===== src/rtl/fu_issue_pkg.sv =====
package fu_issue_pkg;
  typedef enum logic [1:0] {
    OPC_NOP = 2'd0,
    OPC_ADD = 2'd1
  } opc_e;

  typedef struct packed {
    logic [1:0] opc;
    logic       inv_a;
    logic       zero_a;
    logic       imm_vld;
  } ctl_t;
endpackage


===== src/rtl/fu_rd_port.sv =====
module fu_rd_port #(
  parameter int DATA_W = 16
) (
  input  logic              clk_i,
  input  logic              rst_ni,
  input  logic              start_i,
  input  logic              need_i,
  input  logic              go_i,
  input  logic [DATA_W-1:0] src_i,
  output logic              rel_o,
  output logic [DATA_W-1:0] opnd_o
);
  always_ff @(posedge clk_i or negedge rst_ni) begin
    if (!rst_ni) begin
      rel_o  <= 1'b0;
      opnd_o <= '0;
    end else if (start_i) begin
      rel_o  <= need_i;
      opnd_o <= '0;
    end else if (rel_o && go_i) begin
      rel_o  <= 1'b0;
      opnd_o <= src_i;
    end
  end
endmodule


===== src/rtl/fu_alu.sv =====
module fu_alu
  import fu_issue_pkg::*;
#(
  parameter int DATA_W = 16
) (
  input  ctl_t              ctl_i,
  input  logic [DATA_W-1:0] imm_i,
  input  logic [DATA_W-1:0] a_i,
  input  logic [DATA_W-1:0] b_i,
  output logic [DATA_W-1:0] y_o
);
  logic [DATA_W-1:0] a_mod, b_mod;

  always_comb begin
    if (ctl_i.zero_a)     a_mod = '0;
    else if (ctl_i.inv_a) a_mod = ~a_i;
    else                  a_mod = a_i;
    b_mod = ctl_i.imm_vld ? imm_i : b_i;
    if (ctl_i.opc == OPC_ADD) y_o = a_mod + b_mod;
    else                      y_o = a_mod;
  end
endmodule


===== src/rtl/fu_issue_mgr.sv =====
module fu_issue_mgr
  import fu_issue_pkg::*;
#(
  parameter int DATA_W = 16,
  parameter int N_RD   = 2
) (
  input  logic                   clk_i,
  input  logic                   rst_ni,
  input  logic                   issue_i,
  input  logic [1:0]             opc_i,
  input  logic                   inv_a_i,
  input  logic                   zero_a_i,
  input  logic [DATA_W-1:0]      imm_i,
  input  logic                   imm_vld_i,
  input  logic [N_RD-1:0]        rd_mask_n_i,
  input  logic [N_RD*DATA_W-1:0] src_i,
  input  logic [N_RD-1:0]        rd_go_i,
  output logic [N_RD-1:0]        rd_rel_o,
  input  logic                   wr_go_i,
  output logic                   wr_rel_o,
  output logic [DATA_W-1:0]      result_o,
  output logic                   busy_o
);
  localparam int SRC_W = N_RD * DATA_W;

  logic              accept;
  ctl_t              ctl_q;
  logic [DATA_W-1:0] imm_q;
  logic [N_RD-1:0]   need;
  logic [DATA_W-1:0] opnd [N_RD];
  logic [DATA_W-1:0] alu_y;
  logic              busy_q, res_vld_q;
  logic [DATA_W-1:0] res_q;

  assign accept = issue_i & ~busy_q;

  always_ff @(posedge clk_i or negedge rst_ni) begin
    if (!rst_ni) begin
      ctl_q <= '0;
      imm_q <= '0;
    end else if (accept) begin
      ctl_q <= '{opc: opc_i, inv_a: inv_a_i, zero_a: zero_a_i, imm_vld: imm_vld_i};
      imm_q <= imm_i;
    end
  end

  for (genvar k = 0; k < N_RD; k++) begin : g_rd
    logic skip;
    if (k == 0)      begin : g_a assign skip = zero_a_i;  end
    else if (k == 1) begin : g_b assign skip = imm_vld_i; end
    else             begin : g_n assign skip = 1'b0;      end
    assign need[k] = ~skip & ~rd_mask_n_i[k];

    fu_rd_port #(.DATA_W(DATA_W)) i_port (
      .clk_i  (clk_i),
      .rst_ni (rst_ni),
      .start_i(accept),
      .need_i (need[k]),
      .go_i   (rd_go_i[k]),
      .src_i  (src_i[k*DATA_W +: DATA_W]),
      .rel_o  (rd_rel_o[k]),
      .opnd_o (opnd[k])
    );
  end

  fu_alu #(.DATA_W(DATA_W)) i_alu (
    .ctl_i(ctl_q),
    .imm_i(imm_q),
    .a_i  (opnd[0]),
    .b_i  (opnd[1]),
    .y_o  (alu_y)
  );

  // result registers once no read is outstanding
  always_ff @(posedge clk_i or negedge rst_ni) begin
    if (!rst_ni) begin
      busy_q    <= 1'b0;
      res_vld_q <= 1'b0;
      res_q     <= '0;
    end else if (accept) begin
      busy_q    <= 1'b1;
      res_vld_q <= 1'b0;
    end else if (busy_q && !res_vld_q && !(|rd_rel_o)) begin
      res_vld_q <= 1'b1;
      res_q     <= alu_y;
    end else if (res_vld_q && wr_go_i) begin
      busy_q    <= 1'b0;
      res_vld_q <= 1'b0;
    end
  end

  assign busy_o   = busy_q;
  assign wr_rel_o = res_vld_q;
  assign result_o = res_q;

  logic unused_w;
  assign unused_w = ^SRC_W;
endmodule


===== config.mk =====
export PLATFORM = sky130hd
export DESIGN_NAME = fu_issue_mgr
export DESIGN_NICKNAME = d
export VERILOG_FILES = /design/src/rtl/fu_issue_pkg.sv /design/src/rtl/fu_rd_port.sv /design/src/rtl/fu_alu.sv /design/src/rtl/fu_issue_mgr.sv
export SDC_FILE = /design/constraint.sdc
export NUM_CORES = 1
export LEC_CHECK = 0
export BUFFER_PORTS_ARGS = -buffer_cell sky130_fd_sc_hd__buf_2
export CORE_UTILIZATION = 55
export DETAILED_ROUTE_END_ITERATION = 6
export GPL_ROUTABILITY_DRIVEN = 0
export PLACE_DENSITY = 0.83
export SYNTH_ARGS = -nofsm -noshare
export SYNTH_HDL_FRONTEND = slang
export SYNTH_SLANG_ARGS = --single-unit

===== constraint.sdc =====
create_clock -name clk_i -period 3.3 [get_ports clk_i]
set_input_delay 0.66 -clock clk_i [delete_from_list [all_inputs] [get_ports clk_i]]
set_output_delay 0.66 -clock clk_i [all_outputs]
set_load 0.01 [all_outputs]

; ---- Word level (Yosys, flattened, before mapping)
; Cells that the tools add are included.
[word_totals]
register_bits = 73
word_cells = 56
[classes]
n_addsub = 1
eq_ne = 2
mux = 17
bitwise_logic = 10
n_reduce_logical = 14
[op_table]
columns = cell, n
row1 = 16-bit two-way mux, 8
row2 = 16-bit adder, 1
row3 = 16-bit inverter, 1
row4 = 1-bit two-way mux, 9
row5 = 1-bit inverter, 6
row6 = 2-bit nonzero test, 3
row7 = 1-bit logical AND, 5
row8 = 2-bit AND reduction, 2
row9 = 1-bit bitwise AND, 3
row10 = 3-bit nonzero test, 1
row11 = "2-bit by 1-bit equality test with 1-bit output, second input constant", 1
row12 = 1-bit logical NOT, 2
row13 = "2-bit inequality test, second input constant", 1
row14 = 2-bit OR reduction, 1

; ---- Logic depth before layout (Yosys ltp)
[depth]
word_depth = 5
ltp_mapped = 12
ltp_nobuf = 10

; ---- Modules after synthesis
; From an unflattened synthesis, not the netlist that was laid out.
[unflattened]
hier_cells = 431
hier_area_um2 = 4708.3
[modules_own_cells]
columns = module, n_inst, cells_each, area_each_um2
row1 = fu_rd_port, 2, 77, 890.9
row2 = fu_issue_mgr, 1, 88, 1483.9
row3 = fu_alu, 1, 189, 1442.6

; ---- Worst setup path before layout
; OpenSTA, ideal clock, no wires.
[synth_timing]
kind = reg2reg
from = reg ctl_q[0] (netlist bit)
to = reg res_q[12] (netlist: result_o[12])
t_arrival_ns = 2.507
t_required_ns = 3.173
path_slack_ns = 0.666
stages_incl_launch_ff = 11
synth_period_minus_slack_ns = 2.634
path_cell_list = dfrtp_1 > clkbuf_1 > buf_2 > mux2_2 > ha_1 > buf_2 > a21o_1 > a2111oi_0 > a21oi_1 > xnor2_1 > o21ai_1
[synth_between]
elab_chain_cells = 3
[synth_lines]
columns = item, line
row1 = start: declaration, fu_issue_mgr.sv:27  ; ctl_t ctl_q;
row2 = start signal: assignment, fu_issue_mgr.sv:42  ; ctl_q <= '{opc: opc_i, inv_a: inv_a_i, zero_a: zero_a_i, imm_vld: imm_vld_i};
row3 = 16-bit two-way mux, fu_alu.sv:18  ; b_mod = ctl_i.imm_vld ? imm_i : b_i;
row4 = 16-bit adder, fu_alu.sv:19  ; if (ctl_i.opc == OPC_ADD) y_o = a_mod + b_mod;
row5 = 16-bit two-way mux, fu_alu.sv:19
row6 = end signal: assignment, fu_issue_mgr.sv:85  ; res_q <= alu_y;
row7 = end: declaration, fu_issue_mgr.sv:33  ; logic [DATA_W-1:0] res_q;
; Every way passes these cells.
; A chain may end at the register's enable or synchronous reset.

; ---- Worst setup path in the final report
[layout_timing]
from = reg ctl_q[0] (netlist bit)
to = reg res_q[13] (netlist: result_o[13])
; The elaborated chain is that of the path after synthesis.

==> flow_metrics.env <==
export IMPL_setup_tns_ns=0
export IMPL_cts_htree_levels=3
export IMPL_grt_pass1_wl_mm=14.6
export IMPL_relSlewSlack_pct=37.8
export IMPL_final_hold_viol_count=0
export IMPL_core_area_um2=6870
export IMPL_drive_gt1_share_pct=25.1
export IMPL_clk_latency_ns=0.36
export IMPL_syn_to_final_growth_pct=16.5
export IMPL_clockBufferDepth=2
export IMPL_end_kind="flip-flop"
export IMPL_ys_seq_elements=73
export IMPL_final_cell_mix="nand2_1 (82), buf_2 (80), dfrtp_1 (73)"
export IMPL_totalWireLength_mm=8.98
export IMPL_status="finished clean"
export IMPL_design_area_um2=4630
export IMPL_grt_overflow_total=0
export IMPL_die_x_um=87.0
export IMPL_synth_distinct_cells=45
export IMPL_postSynthAreaPerCell_um2=9.76
export IMPL_holdWs_ns=0.402
export IMPL_post_cts_resized=0
export IMPL_n_antenna_cell=0
export IMPL_synth_edf_count=0
export IMPL_p_leak_nw=2.29
export IMPL_crit_type="reg2reg"
export IMPL_cts_tree="built"
export IMPL_fmax_mhz=368
export IMPL_cts_sinks=73
export IMPL_hpwlAfterDp_mm=6.91
export IMPL_yosys_most_used_dff="dfrtp_1"
export IMPL_port_buffers=80
export IMPL_std_cell_rows=30
export IMPL_critPathMaxFanout=10
export IMPL_required_ns=3.50
export IMPL_grt_max_degree=39
export IMPL_synth_cells=407
export IMPL_worst_slew_pin_slew_ns=0.931
export IMPL_vias=3260
export IMPL_hold_path_class="in2async"
export IMPL_postCtsSetupBuffers=0
export IMPL_io_pins=81
export IMPL_rsz0062_at_grt="false"
export IMPL_placed_area_um2=4420
export IMPL_synthArstFlopShare_pct=100
export IMPL_clockRootBuffer="clkbuf_8"
export IMPL_remaining_drc_errors=0
export IMPL_final_common_cell="nand2_1"
export IMPL_cts_buffers=9
export IMPL_grt_pass1_vias=3164
export IMPL_start_util_pct=57.8
export IMPL_n_fill_cell=553
export IMPL_die_h_um=87.0
export IMPL_cp_arrival_ns=2.91
export IMPL_setup_violations=0
export IMPL_skew_ns=0.00589
export IMPL_synth_warnings=0
export IMPL_multi_input_area_um2=2010
export IMPL_cts_hold_buf=0
export IMPL_vdd_drop_max_v=0.000610
export IMPL_wl_per_cell_um=15.5
export IMPL_synth_fp_nets=484
export IMPL_seq_area_um2=1830
export IMPL_cp_start_kind="flip-flop"
export IMPL_design_die_area_um2=7570
export IMPL_clk_pin_slew_worst_paths_ns=0.07
export IMPL_power_mw=4.66
export IMPL_dr_pass1_iters=4
export IMPL_synthesis_area_um2=3970
export IMPL_drv_slew=0
export IMPL_drv_cap=0
export IMPL_nets=555
export IMPL_grtUsageTotal_pct=25.6
export IMPL_ant_nets=0
export IMPL_post_route_min_period_ns=2.71
export IMPL_yosysSeqAreaShare_pct=46.0
export IMPL_antenna_found_initial=0
export IMPL_min_period_over_period_pct=82.2
export IMPL_power_per_cell_area_nw_per_um2=1010
export IMPL_first_iter_violations=169
export IMPL_drt_vias_per_instance=5.63
==> cells by family after synthesis <==
group                      count (synthesis)  synth area share (%)
and+or+nand+nor                          136                  14.8
AOI/OAI and AO/OA                        107                  19.3
DFF                                       73                  46.0
xor gates and xnor gates                  30                  6.61
buffers and inverters                     29                  3.59
muxes                                     16                  4.50
adders and majority gates                 16                  5.23
==> power breakdown <==
group / internal (mW) / switching, mW / total [mW]
clock network: 0.411 / 0.315 / 0.725
logic: 1.05 / 1.40 / 2.45
registers: 1.23 / 0.263 / 1.49
==> state kept, by name (all words and copies together), names as in the netlist <==
register / cells
g_rd.i_port.opnd_o: 32
ctl_q: 5
result_o: 16
wr_rel_o: 1
busy_o: 1
g_rd.i_port.rel_o: 2
imm_q: 16
==> per-layer routing <==
layer	GRT usage [%]	vias to the layer above	share of wire, %	routed length (um)
met5	0	-	0	0
met4	10.0	0	3.0	266
met3	6.73	25	5.1	457
met2	43.5	111	49	4420
met1	31.0	1551	43	3840
li1	-	1573	-	-
==> synth_stat cells, types with 3 or more instances <==
library cell	count	area share, %
a21o_1	4	0.76
a21oi_1	18	2.3
a21oi_2	3	0.66
a22o_1	32	7.1
a22oi_1	5	0.94
a22oi_2	3	0.94
a31oi_1	7	1.1
and3_1	3	0.47
buf_2	9	1.1
buf_4	4	0.76
clkbuf_1	12	1.1
dfrtp_1	73	46
ha_1	15	4.7
mux2_1	6	1.7
mux2_2	9	2.6
nand2_1	82	7.7
nand2b_1	3	0.47
nand3_1	3	0.38
nor2_1	32	3.0
nor2b_1	3	0.47
o21ai_0	4	0.50
o21ai_1	17	2.1
o31ai_1	3	0.57
xnor2_1	28	6.2
==> through the flow <==
step	instances	utilization, %	setup slack [ns]
2_1_floorplan	407	-	0.666
3_3_place_gp	563	64.4	0.719
3_5_place_dp	563	64.4	0.634
4_1_cts	579	67.4	0.581
5_1_grt	579	67.4	0.438
6_report	579	67.4	0.586
==> worst max-delay path: stages (launching register included) <==
cell,delay [ns]
dfrtp_1,0.51
buf_4,0.25
mux2_2,0.35
ha_1,0.38
a21o_1,0.22
or3_1,0.33
o21ai_1,0.17
o41ai_2,0.10
xnor2_1,0.14
a31oi_1,0.09
==> worst paths after layout <==
path	from	cells after the start	endpoint	slack (ns)
worst max-delay path	ctl_q[0]	9	result_o[13]	0.59
worst min-delay path	rst_ni	1	g_rd[1].i_port.opnd_o[8]	0.40
worst max register to register	ctl_q[0]	9	result_o[13]	0.59
worst min register to register	imm_q[5]	2	imm_q[5]	0.49
max in group asynchronous	rst_ni	2	result_o[1]	2.21
min in group clk_i	rd_mask_n_i[0]	2	g_rd[0].i_port.rel_o	0.49
==> layout make-up <==
type                       instances  share of cell area (%)
clock inverter                     2                   0.757
inverter                           3                   0.243
clock buffer                      14                    3.73
timing repair buffer              86                    9.89
tap                               96                    2.59
sequential                        73                    39.5
multi-input combinational        305                    43.3
Power figures use the tool's default switching activity.
